## src/rtl/burst_pkg.sv

```systemverilog
package burst_pkg;
   typedef enum logic [1:0] {
      TR_IDLE   = 2'b00,
      TR_NONSEQ = 2'b10,
      TR_SEQ    = 2'b11
   } trans_e;

   typedef enum logic [1:0] {
      BK_OPEN = 2'd0,
      BK_X4   = 2'd1,
      BK_X8   = 2'd2,
      BK_X16  = 2'd3
   } kind_e;
endpackage

```

## src/rtl/burst_planner.sv

```systemverilog
module burst_planner
   import burst_pkg::*;
#(
   parameter int DATA_W     = 32,
   parameter int CNT_W      = 5,
   parameter int BOUND_LOG2 = 10
) (
   input  logic [BOUND_LOG2-1:0] offs,
   input  logic [1:0]            size,
   input  logic [1:0]            kind,
   input  logic [CNT_W-1:0]      count,
   output logic [CNT_W-1:0]      beats,
   output logic                  refuse
);
   localparam int SW     = BOUND_LOG2 + CNT_W + 4;
   localparam int MAX_SZ = $clog2(DATA_W / 8);
   localparam logic [SW-1:0] LIMIT = SW'(1) << BOUND_LOG2;

   logic [SW-1:0] span;

   always_comb begin
      case (kind_e'(kind))
         BK_X4:   beats = CNT_W'(4);
         BK_X8:   beats = CNT_W'(8);
         BK_X16:  beats = CNT_W'(16);
         default: beats = count;
      endcase
      span   = SW'(offs) + (SW'(beats) << size);
      refuse = (32'(size) > MAX_SZ) || (beats == '0) || (span > LIMIT);
   end
endmodule

```

## src/rtl/burst_addr_gen.sv

```systemverilog
module burst_addr_gen
   import burst_pkg::*;
#(
   parameter int ADDR_W = 32,
   parameter int CNT_W  = 5
) (
   input  logic              clk,
   input  logic              rst_n,
   input  logic              hready,
   input  logic              start,
   input  logic              abort,
   input  logic [ADDR_W-1:0] st_addr,
   input  logic [1:0]        st_size,
   input  logic [1:0]        st_kind,
   input  logic              st_write,
   input  logic [CNT_W-1:0]  st_beats,
   output logic [ADDR_W-1:0] haddr,
   output logic [1:0]        htrans,
   output logic [2:0]        hsize,
   output logic [2:0]        hburst,
   output logic              hwrite,
   output logic              ap_valid
);
   trans_e             trans_q;
   logic [CNT_W-1:0]   left_q;
   logic [ADDR_W-1:0]  addr_q;
   logic [2:0]         size_q;
   logic [1:0]         kind_q;
   logic               write_q;

   always_ff @(posedge clk or negedge rst_n) begin
      if (!rst_n) begin
         trans_q <= TR_IDLE;
         left_q  <= '0;
         addr_q  <= '0;
         size_q  <= '0;
         kind_q  <= '0;
         write_q <= 1'b0;
      end else if (abort) begin
         trans_q <= TR_IDLE;
         left_q  <= '0;
      end else if (start) begin
         trans_q <= TR_NONSEQ;
         left_q  <= st_beats;
         addr_q  <= st_addr;
         size_q  <= {1'b0, st_size};
         kind_q  <= st_kind;
         write_q <= st_write;
      end else if (hready && trans_q != TR_IDLE) begin
         if (left_q > CNT_W'(1)) begin
            trans_q <= TR_SEQ;
            left_q  <= left_q - CNT_W'(1);
            addr_q  <= addr_q + (ADDR_W'(1) << size_q);
         end else begin
            trans_q <= TR_IDLE;
            left_q  <= '0;
         end
      end
   end

   assign haddr    = addr_q;
   assign htrans   = trans_q;
   assign hsize    = size_q;
   assign hburst   = {kind_q, 1'b1};
   assign hwrite   = write_q;
   assign ap_valid = (trans_q != TR_IDLE);
endmodule

```

## src/rtl/burst_data_track.sv

```systemverilog
module burst_data_track #(
   parameter int DATA_W = 32
) (
   input  logic              clk,
   input  logic              rst_n,
   input  logic              hready,
   input  logic              hresp,
   input  logic              ap_valid,
   input  logic              ap_write,
   input  logic              refuse_now,
   input  logic [DATA_W-1:0] wr_data,
   input  logic [DATA_W-1:0] hrdata,
   output logic              dp_active,
   output logic              abort,
   output logic              wr_pop,
   output logic              rd_valid,
   output logic [DATA_W-1:0] rd_data,
   output logic [DATA_W-1:0] hwdata,
   output logic              done_valid,
   output logic              done_err
);
   logic              dp_q;
   logic              dp_wr_q;
   logic [DATA_W-1:0] wdat_q;
   logic              last_done;

   assign last_done = dp_q && hready && !ap_valid;

   always_ff @(posedge clk or negedge rst_n) begin
      if (!rst_n) begin
         dp_q       <= 1'b0;
         dp_wr_q    <= 1'b0;
         wdat_q     <= '0;
         done_valid <= 1'b0;
         done_err   <= 1'b0;
      end else begin
         if (hready) begin
            dp_q    <= ap_valid;
            dp_wr_q <= ap_write;
         end
         if (wr_pop)
            wdat_q <= wr_data;
         done_valid <= refuse_now || last_done;
         done_err   <= refuse_now || (last_done && hresp);
      end
   end

   assign dp_active = dp_q;
   assign abort     = dp_q && hresp && !hready;
   assign wr_pop    = hready && ap_valid && ap_write;
   assign rd_valid  = dp_q && !dp_wr_q && hready && !hresp;
   assign rd_data   = hrdata;
   assign hwdata    = wdat_q;
endmodule

```

## src/rtl/burst_master.sv

```systemverilog
module burst_master #(
   parameter int ADDR_W     = 32,
   parameter int DATA_W     = 32,
   parameter int CNT_W      = 5,
   parameter int BOUND_LOG2 = 10
) (
   input  logic              clk,
   input  logic              rst_n,
   input  logic              cmd_valid,
   output logic              cmd_ready,
   input  logic [ADDR_W-1:0] cmd_addr,
   input  logic [1:0]        cmd_size,
   input  logic              cmd_write,
   input  logic [1:0]        cmd_kind,
   input  logic [CNT_W-1:0]  cmd_count,
   input  logic [DATA_W-1:0] wr_data,
   output logic              wr_pop,
   output logic              rd_valid,
   output logic [DATA_W-1:0] rd_data,
   output logic              done_valid,
   output logic              done_err,
   output logic [ADDR_W-1:0] haddr,
   output logic [1:0]        htrans,
   output logic [2:0]        hsize,
   output logic [2:0]        hburst,
   output logic              hwrite,
   output logic [DATA_W-1:0] hwdata,
   input  logic [DATA_W-1:0] hrdata,
   input  logic              hready,
   input  logic              hresp
);
   generate
      if (CNT_W < 5) begin : g_bad_cnt
         $error("CNT_W must hold a count of sixteen beats");
      end
      if (DATA_W < 8 || DATA_W > 64 || (DATA_W & (DATA_W - 1)) != 0) begin : g_bad_data
         $error("DATA_W must be a power of two from 8 to 64");
      end
      if (BOUND_LOG2 < 6 || BOUND_LOG2 >= ADDR_W) begin : g_bad_bound
         $error("BOUND_LOG2 must lie inside the address");
      end
   endgenerate

   logic [CNT_W-1:0] beats;
   logic             refuse;
   logic             take;
   logic             ap_valid;
   logic             dp_active;
   logic             abort;

   burst_planner #(
      .DATA_W(DATA_W), .CNT_W(CNT_W), .BOUND_LOG2(BOUND_LOG2)
   ) u_plan (
      .offs(cmd_addr[BOUND_LOG2-1:0]), .size(cmd_size), .kind(cmd_kind),
      .count(cmd_count), .beats(beats), .refuse(refuse)
   );

   assign cmd_ready = !ap_valid && !dp_active;
   assign take      = cmd_valid && cmd_ready;

   burst_addr_gen #(
      .ADDR_W(ADDR_W), .CNT_W(CNT_W)
   ) u_addr (
      .clk(clk), .rst_n(rst_n), .hready(hready),
      .start(take && !refuse), .abort(abort),
      .st_addr(cmd_addr), .st_size(cmd_size), .st_kind(cmd_kind),
      .st_write(cmd_write), .st_beats(beats),
      .haddr(haddr), .htrans(htrans), .hsize(hsize), .hburst(hburst),
      .hwrite(hwrite), .ap_valid(ap_valid)
   );

   burst_data_track #(
      .DATA_W(DATA_W)
   ) u_data (
      .clk(clk), .rst_n(rst_n), .hready(hready), .hresp(hresp),
      .ap_valid(ap_valid), .ap_write(hwrite), .refuse_now(take && refuse),
      .wr_data(wr_data), .hrdata(hrdata),
      .dp_active(dp_active), .abort(abort), .wr_pop(wr_pop),
      .rd_valid(rd_valid), .rd_data(rd_data), .hwdata(hwdata),
      .done_valid(done_valid), .done_err(done_err)
   );
endmodule

```

## config.mk

```make
export PLATFORM = sky130hd
export DESIGN_NAME = burst_master
export DESIGN_NICKNAME = d
export VERILOG_FILES = /design/src/rtl/burst_pkg.sv /design/src/rtl/burst_planner.sv /design/src/rtl/burst_addr_gen.sv /design/src/rtl/burst_data_track.sv /design/src/rtl/burst_master.sv
export SDC_FILE = /design/constraint.sdc
export NUM_CORES = 1
export LEC_CHECK = 0
export BUFFER_PORTS_ARGS = -buffer_cell sky130_fd_sc_hd__buf_2
export CORE_MARGIN = 3
export CORE_UTILIZATION = 40
export CTS_BUF_LIST = sky130_fd_sc_hd__clkbuf_8
export DETAILED_ROUTE_END_ITERATION = 8
export PLACE_DENSITY = 0.7
export SYNTH_ARGS = -nofsm -noshare
export SYNTH_HDL_FRONTEND = slang
export SYNTH_SLANG_ARGS = --single-unit
```

## constraint.sdc

```tcl
create_clock -name clk -period 3.75 [get_ports clk]
set_input_delay 0.375 -clock clk [delete_from_list [all_inputs] [get_ports clk]]
set_output_delay 0.375 -clock clk [all_outputs]
set_load 0.01 [all_outputs]
```

Word-level counts from Yosys, hierarchy flattened
Cells that the tools add are included.

Flip-flop bits (word level): 80. Input bits: 111. Output and inout port bits: 110.

Add/sub/neg operators: 3. Order comparisons: 3. Equal/unequal tests: 3. Shifts and indexed selects: 2. Mux-type cells: 12. Bitwise operators: 1. Reduce and logical (&&, ||, !) cells: 31.

Operator list (count): $mux 32 (3); $add 32x32->32 (1); $shl 1x2->32 const A (1); $mux 5 (4); $add 10x19->19 (1); $gt 19x11->1 const B (1); $shl 5x2->19 (1); $pmux 5 s3 (1); $logic_and 1x1->1 (14); $mux 2 (4); $logic_not 1->1 (6); $reduce_bool 2->1 (3); $gt 5x1->1 const B (1); $logic_not 5->1 (1); $sub 5x1->5 const B (1); $eq 2x2->1 const B (2); $logic_or 1x1->1 (4); $reduce_and 3->1 (1); $reduce_bool 3->1 (1); $eq 2x1->1 const B (1); $gt 2x2->1 const B (1); $reduce_and 2->1 (1); $not 1->1 (1).

Logic depth before layout (Yosys ltp)
Gate-level depths: netlist of run 1.

Depth in word-level cells: 10. Mapped depth: 16. Depth with buffers taken out: 15.

By module
A second synthesis of run 1 with hierarchy kept.

Cells, all modules: 525. Area, all modules: 5190.0 um^2.

Modules (own cells, without submodules): burst_addr_gen (times used 1, cells an instance 322, area an instance 2846.5 um^2, seq. area each 1101.1 um^2); burst_data_track (times used 1, cells an instance 113, area an instance 1729.2 um^2, seq. area each 900.9 um^2); burst_planner (times used 1, cells an instance 87, area an instance 583.1 um^2, seq. area each 0.0 um^2); burst_master (times used 1, cells an instance 3, area an instance 31.3 um^2, seq. area each 0.0 um^2).

Least setup slack after synthesis of run 1
No wires, ideal clock.

Path type: input to register. From: in cmd_kind[1]. To: reg u_addr.addr_q[10], in the netlist u_addr.haddr[10]. Setup time: 125 ps. Data arrival time: 3244 ps. Data required time: 3625 ps. Path slack: 381 ps. Stages on the path: 16. Path buffers: 1. Cells stage by stage: nor2_1 nand2_1 nand2_1 nor2_1 a21oi_1 nand2_1 o21ai_0 ha_1 a21o_1 a2111oi_0 a221oi_1 o22ai_1 nor4b_2 o21bai_4 buf_6 mux2_4.

Longest elaborated chain between the ends: 10. Elaborated cells on any way between the ends: 16. Those cells by class: add/sub (1); order compare (1); eq/ne (3); shift (1); mux (2); reduce/logical (8).

Ends and longest elaborated chain: start: declaration (RTL line burst_master.sv:14) `input logic [1:0] cmd_kind,`; $eq 2x2->1 / $eq 2x1->1 (equally long branches) (RTL line burst_planner.sv:22) `case (kind_e'(kind))`; $pmux 5 s3 * (RTL line burst_planner.sv:22); $shl 5x2->19 (RTL line burst_planner.sv:28) `span = SW'(offs) + (SW'(beats) << size);`; $add 10x19->19 (RTL line burst_planner.sv:28); $gt 19x11->1 (RTL line burst_planner.sv:29) `refuse = (32'(size) > MAX_SZ) || (beats == '0) || (span > LIMIT);`; $logic_or 1x1->1 * (RTL line burst_planner.sv:29); $logic_not 1->1 * (RTL line burst_master.sv:65) `.start(take && !refuse), .abort(abort),`; $logic_and 1x1->1 * (RTL line burst_master.sv:65); $reduce_bool 2->1 (no line); $reduce_and 3->1 (no line); end signal: assignment (RTL line burst_addr_gen.sv:45) `addr_q <= st_addr;`; end signal: assignment (RTL line burst_addr_gen.sv:53) `addr_q <= addr_q + (ADDR_W'(1) << size_q);`; end: declaration (RTL line burst_addr_gen.sv:26) `logic [ADDR_W-1:0] addr_q;`.

Mark *: on every way between the ends. The rest lies on a longest branch, timed or not. A chain may end at the register's enable or synchronous reset.

Final worst setup path of run 1
From: in cmd_kind[1]. To: reg u_addr.size_q[0], in the netlist u_addr.hsize[0].

Longest elaborated chain between the ends: 9. Elaborated cells on any way between the ends: 13. Those cells by class: add/sub (1); order compare (1); eq/ne (3); shift (1); mux (1); reduce/logical (6).

Ends and longest elaborated chain: $eq 2x2->1 / $eq 2x1->1 (equally long branches) (RTL line burst_planner.sv:22); $pmux 5 s3 * (RTL line burst_planner.sv:22); $shl 5x2->19 (RTL line burst_planner.sv:28); $add 10x19->19 (RTL line burst_planner.sv:28); $gt 19x11->1 (RTL line burst_planner.sv:29); $logic_or 1x1->1 * (RTL line burst_planner.sv:29); $logic_not 1->1 * (RTL line burst_master.sv:65); $logic_and 1x1->1 * (RTL line burst_master.sv:65); $reduce_and 2->1 (no line) *; end signal: assignment (RTL line burst_addr_gen.sv:46) `size_q <= {1'b0, st_size};`; end: declaration (RTL line burst_addr_gen.sv:27) `logic [2:0] size_q;`.

Marks and branches as above.

==> summary.md, run 1 <==
| Metric | Value |
|---|---|
| Final Power | 4190 µW |
| Element type at the critical path end | flop |
| Htree depth | 3 |
| Design Area, Final | 5700 µm² |
| Die ar. | 13500 µm² |
| Critical path's most frequent cell | nand2_1 |
| Pwr Density | 735 nW/µm² |
| Routed wire length | 11.5 mm |
| Status | finished, final reports clean |
| Clk buf depth | 2 |
| Crit-path max cell delay | 0.56 ns |
| Min Tclk post-route | 3.43 ns |
| Diode count | 0 |
| Switching portion of total power | 0.378 |
| Initial antenna violation count | 0 |
| CP cell instances | buf_2 -> nor2_1 -> nand2_1 -> nand2_1 -> nor2_1 -> a21oi_1 -> nand2_1 -> o21ai_0 -> ha_1 -> a21o_1 -> a2111oi_1 -> a221oi_1 -> o22ai_1 -> nor4b_2 -> o21bai_4 -> buf_4 -> mux2_2 |
| Post-CTS Setup Inserts | 0 |
| Rel. slew slack | 0.223 |
| Port bufs | 154 |
| Count leader, synth | dfrtp_1 |
| Iteration-0 DRC Markers | 318 |
| Vias/cell | 5.22 |
| DRT Pass-1 Iters | 4 |
| Register area | 2000 µm² |
| CORE AREA | 11600 µm² |
| LEAKAGE | 0.00288 µW |
| Ys Warns | 0 |
| Commonest cells in the netlist | dfrtp_1 (80), mux2_2 (38), buf_4 (34), xnor2_1 (29), nand2_1 (28) |
| CTS Buf Count | 9 |
| FF+latch count, synth | 80 |
| Max-cap violation count | 0 |
| CP Max Fanout | 15 |
| Final Hold Viols | 0 |
| Internal Power | 2610 µW |
| Top-Level Pins | 221 |
| Clock Power Share | 0.126 |
| Number of synthesized flops with an enable pin | 0 |
| Area after DPL | 5540 µm² |
| CP max-delay cell | a2111oi_1 |
| First-pass GRT wire length | 17.7 mm |
| Multi-input gate area | 2460 µm² |
| Clk sink count | 80 |
| Fmax | 291 MHz |
| GR Overflow Total | 0 |
| Hold Buf Count CTS | 0 |
| Hold Path Class | primary input to asynchronous set/reset pin |
| Post-DP HPWL | 9.01 mm |
| CTS clk-pin slew, worst paths | 0.08 ns |
| Mapped cell area | 4850 µm² |
| Worst Setup Slack, final | 0.318 ns |
| Fillcell total | 1058 |
| RSZ-0062 raised after global routing | false |
| Die Height | 116 µm |
| Vias | 3724 |
| Logic pwr share | 0.476 |
| Mapped Cells | 443 |
| Post-synthesis sequential area ratio | 0.413 |
| Actual slew at the worst max-slew pin | 1.16 ns |
| Clk Latency, worst-skew pair | 0.34 ns |
| Clk_skew | 0.00827 ns |
| Share of Yosys cell area claimed by the top area cell type | 0.413 |
| Total Routing Usage GR | 0.168 |
| Startpoint Class | primary input |
| Post-synth cell types | 54 |
| Seq pwr share | 0.398 |
| Worst EP required | 3.97 ns |
| GP Congestion | 0.904 |
| Vias in the first global route | 3616 |
| Area grow syn2layout | 17.6% |
| Crit share post-route | 0.915 |
| Most area-consuming cells after synthesis | dfrtp_1 (41%), mux2_2 (8.8%), mux2_4 (8.4%) |
| DR DRC count | 0 |
| FFs w/ async S/R, synth | 1.00 |
| Syn_nets | 570 |
| Psw | 1580 µW |
| Post-route ant nets | 0 |
| CP Data Arrival Time | 3.66 ns |
| Post-synth top flop | dfrtp_1 |
| Max IR drop VDD | 0.187 mV |
| Pins Over Slew Limit | 0 |
| Chip width | 116 µm |
| Final setup violating endpoints | 0 |
| Initial Utilization | 0.417 |
| Crit Path Class | primary input to flop |
| Avg Inst Size Synth | 10.9 µm² |
| Pin count of the biggest net entering global routing | 81 |
| Avg WL per Cell | 16.2 µm |
| Setup TNS | 0 ns |
| Setup slack at placement | 0.00306 ns |
| Share of layout cells above drive strength 1 | 0.439 |
| Nets | 693 |
| Yosys top cell by area | dfrtp_1 |
| Clk root buf | clkbuf_8 |
| CTS tree | yes |
| # rows | 39 |
[cell families (layout without fill, tap and decap cells)]
kind of cell | Yosys count | in the layout | synth area share
and+or+nand+nor | 112 | 112 | 0.117
DFF | 80 | 80 | 0.413
muxes | 72 | 72 | 0.186
buffers and inverters | 63 | 190 | 0.0805
AOI/OAI and AO/OA | 62 | 62 | 0.0922
xor gates and xnor gates | 36 | 36 | 0.0650
adders and majority gates | 16 | 16 | 0.0444
other | 2 | 2 | 0.00155
[per-layer routing]
layer,vias up,share of wire,track usage
met5,-,0,0
met4,0,0.022,0.0619
met3,23,0.080,0.0376
met2,163,0.46,0.273
met1,1767,0.44,0.219
li1,1771,-,-
[worst paths after layout]
path	startpoint	depth (start not counted)	to	slack, ns
worst max-delay path	cmd_kind[1]	17	u_addr.hsize[0]	0.32
worst min-delay path	rst_n	1	u_data.hwdata[14]	0.19
worst max register to register	u_addr.hsize[0]	12	u_addr.haddr[12]	0.79
worst min register to register	u_data.hwdata[3]	1	u_data.hwdata[3]	0.50
max in group asynchronous	rst_n	1	u_addr.left_q[4]	2.91
min in group clk	cmd_addr[14]	2	u_addr.haddr[14]	0.26
[state kept, by name, summed over array words and instances, names as in the netlist]
name,cells
u_addr.kind_q,2
u_addr.hwrite,1
u_data.dp_active,1
u_addr.haddr,32
u_data.dp_wr_q,1
u_addr.hsize,2
u_data.done_valid,1
u_addr.htrans,2
u_data.hwdata,32
u_data.done_err,1
u_addr.left_q,5
[power by group through the flow]
stage	clock network [µW]	logic [µW]	registers, µW
floorplan	0	1170	1800
global route	594	2200	1730
global placement	0	1960	1650
finish	529	1990	1670
CTS	557	2030	1660
detailed placement	0	2020	1680
[stage by stage]
step,hold slack [ns],utilization,cells
2_1_floorplan,0.0794,-,443
3_5_place_dp,0.487,0.477,698
5_1_grt,0.234,0.491,713
3_3_place_gp,0.481,0.477,698
6_report,0.186,0.491,713
4_1_cts,0.224,0.491,713
[area by class of cell]
type                    instances  area share
clock buffers                   9      0.0217
clock inverters                 6     0.00658
inverters                      13     0.00856
multi-input cells             300       0.432
flip-flops and latches         80       0.351
well taps                     143      0.0314
repair buffers                162       0.148
[placed cells by master (no fill, tap or decap), drive strengths merged, types with 13 or more instances in the layout]
cell type	count
nor2	21
xnor2	29
nand3	16
ha	14
dfrtp	80
nand2	28
mux2	65
inv	13
a21oi	15
buf	162
[critical path: cells and delay by family]
kind                     cells  cell delay (ns)
multiplexers                 1             0.36
buffers and inverters        2             0.41
adder cells (fa/ha/maj)      1             0.30
AO/OA/AOI/OAI                7             1.61
AND/OR/NAND/NOR              6             0.61
[repair_timing]
| action | CTS | global route |
|---|---|---|
| gates resized for setup | 0 | 1 |
| endpoints found under the setup margin | 0 | 24 |
| hold endpoints to repair | 0 | 0 |
No activity file was read; power rests on OpenSTA's default activity.
==> run 2, diff against run 1 <==
==> constraint.sdc (replaced) <==
create_clock -name clk -period 3.75 [get_ports clk]
set_input_delay 0.375 -clock clk [delete_from_list [all_inputs] [get_ports clk]]
set_output_delay 0.375 -clock clk [all_outputs]
set_load 0.02 [all_outputs]
==> summary.md, run 2 (synthesized netlist as in run 1, its figures left out) <==
| Metric | Value |
|---|---|
| Total Routing Usage GR | 0.171 (+0.00349) |
| CP Max Fanout | 15 (unchanged) |
| Top-Level Pins | 221 (unchanged) |
| Htree depth | 3 (unchanged) |
| CTS tree | yes |
| RR Startpoint | u_addr.hsize[1] |
| Post-CTS sizing | 0 (unchanged) |
| Hold_ws | 0.191 ns (+0.00520 ns) |
| Startpoint Class | primary input |
| Fmax | 280 MHz (-3.9%) |
| Share of layout cells above drive strength 1 | 0.440 (+0.000983) |
| Crit-path leading delay family | compound AO/OA/AOI/OAI gates |
| GP Congestion | 0.869 (-3.9%) |
| Register area | 2000 µm² (unchanged) |
| Initial Utilization | 0.417 (unchanged) |
| Nets | 693 (unchanged) |
| Initial antenna violation count | 0 (unchanged) |
| Post-route ant nets | 0 (unchanged) |
| Element type at the critical path end | flop |
| Chip width | 116 µm (unchanged) |
| Crit Path Class | primary input to flop |
| Rel. slew slack | 0.324 (+0.101) |
| Worst EP required | 4.00 ns (+0.03 ns) |
| Iteration-0 DRC Markers | 248 (-22%) |
| Final Hold Viols | 0 (unchanged) |
| Actual slew at the worst max-slew pin | 1.01 ns (-0.149 ns) |
| Commonest non-fill, non-tap cell in the layout | buf_2 |
| Critical path's most frequent cell | nand2_1 |
| LEAKAGE | 0.00289 µW (+0.36%) |
| CP max-delay cell | a2111oi_0 |
| Pwr Density | 805 nW/µm² (+9.5%) |
| Clk Latency, worst-skew pair | 0.35 ns (about the same) |
| Post-CTS Setup Inserts | 0 (unchanged) |
| CP cell instances | buf_2 -> nor2_1 -> nand2_1 -> nand2_1 -> nor2_1 -> a21oi_1 -> nand2_1 -> o21ai_0 -> ha_1 -> a21o_1 -> a2111oi_0 -> a221oi_1 -> o22ai_1 -> nor4b_2 -> o21bai_4 -> buf_4 -> mux2_2 |
| Status | finished, final reports clean |
| DRT Pass-1 Iters | 4 (unchanged) |
| Clk_skew | 0.00802 ns (-0.000249 ns) |
| Crit share post-route | 0.953 (+0.0375) |
| Clk buf depth | 2 (unchanged) |
| CTS clk-pin slew, worst paths | 0.08 ns (about the same) |
| Worst Reg2Reg Path Length in Cells | 12 (unchanged) |
| Placed cell count | 698 (unchanged) |
| First-pass GRT wire length | 18.0 mm (+1.9%) |
| Port bufs | 154 (unchanged) |
| Pins Over Slew Limit | 0 (unchanged) |
| Final setup violating endpoints | 0 (unchanged) |
| CORE AREA | 11600 µm² (unchanged) |
| Vias | 3731 (+0.19%) |
| DR DRC count | 0 (unchanged) |
| Multi-input gate area | 2460 µm² (about the same) |
| CTS Buf Count | 9 (unchanged) |
| Buffers & Inverters on Critical Path | 2 (unchanged) |
| Max-cap violation count | 0 (unchanged) |
| Vias/cell | 5.23 (about the same) |
| Metal3 WL | 963 µm (+5.0%) |
| Die ar. | 13500 µm² (unchanged) |
| Met1 Wirelength | 4.93 mm (-2.1%) |
| Fillcell total | 1043 (-1.4%) |
| Met2 wire len | 5.43 mm (+2.3%) |
| Stages on worst setup path | 17 (unchanged) |
| Avg WL per Cell | 16.3 µm (+0.59%) |
| Diode count | 0 (unchanged) |
| Max IR drop VDD | 0.255 mV (+36%) |
| Vias in the first global route | 3674 (+1.6%) |
| Most frequent cells in the layout | buf_2 (153), dfrtp_1 (80), mux2_2 (38), xnor2_1 (29), nand2_1 (28) |
| # rows | 39 (unchanged) |
| Hold Path Class | primary input to asynchronous set/reset pin |
| CP Data Arrival Time | 3.82 ns (+0.16 ns) |
| Routed wire length | 11.6 mm (+0.73%) |
| Post-DP HPWL | 8.90 mm (-1.2%) |
| Area grow syn2layout | 18.5% |
| RSZ-0062 raised after global routing | false |
| Worst setup path startpoint | cmd_kind[1] |
| Min Tclk post-route | 3.57 ns (+0.141 ns) |
| Fin cells | 714 (+0.14%) |
| Crit-path max cell delay | 0.67 ns (+0.11 ns) |
| GR Overflow Total | 0 (unchanged) |
| Clk sink count | 80 (unchanged) |
| Hold Buf Count CTS | 0 (unchanged) |
| Die Height | 116 µm (unchanged) |
| Pin count of the biggest net entering global routing | 81 (unchanged) |
| Reg2reg setup slack | 1.05 ns (+0.26 ns) |
| Max Used Layer | met4 |
| Clk root buf | clkbuf_8 |
-- run 2: changes by cell type in the layout (fill, tap and decap cells not counted), sizes merged --
cell / previous run / this run
clkinv: 6 / 2
inv: 13 / 14
bufinv: 0 / 1
clkbuf: 9 / 10
clkinvlp: 0 / 2
-- run 2: power breakdown --
part           internal (µW)  total (µW)  switching [µW]  leakage (µW)
combinational           1080        2310            1230       0.00183
clock                    328         657             330     0.0000989
sequential              1290        1660             366      0.000960
-- run 2: per-layer routing --
| layer | vias up | GRT usage |
|---|---|---|
| met4 | 0 | 0.0789 |
| met1 | 1757 | 0.216 |
| met3 | 26 | 0.0339 |
| met2 | 175 | 0.283 |
| li1 | 1773 | - |
| met5 | - | 0 |
-- run 2: metrics by stage --
step	TNS (ns)	utilization	area, µm²	setup WS (ns)	total power, µW
5_1_grt	0	0.495	5740	0.0195	4960
6_report	0	0.495	5740	0.177	4620
3_5_place_dp	-0.0438	0.477	5540	-0.0189	4010
2_1_floorplan	0	-	4850	0.381	3290
3_3_place_gp	0	0.477	5540	0.0802	3930
4_1_cts	0	0.495	5740	0.351	4680
-- run 2: layout make-up --
type / instances / area share
multi-input cells: 300 / 0.429
repair buffers: 162 / 0.147
well taps: 143 / 0.0312
inverters: 13 / 0.00850
clock buffers: 10 / 0.0240
clock inverters: 6 / 0.0118
flip-flops and latches: 80 / 0.349
-- run 2: worst reg2reg max path: stages (launching register included) --
cell	delay [ns]
dfrtp_1	0.45
nor2_1	0.13
ha_1	0.18
inv_1	0.06
fa_1	0.39
nor2b_1	0.12
o21ai_0	0.08
a21oi_1	0.26
nor2b_1	0.17
buf_4	0.21
nand4_1	0.13
xnor2_1	0.16
mux2_4	0.26
-- run 2: path summary, 6_finish.rpt --
kind	end
max	u_addr.hsize[0]
min	u_data.hwdata[14]
max reg2reg	u_addr.haddr[26]
min reg2reg	u_data.hwdata[23]
max in group asynchronous	u_addr.haddr[5]
min in group clk	u_data.hwdata[0]
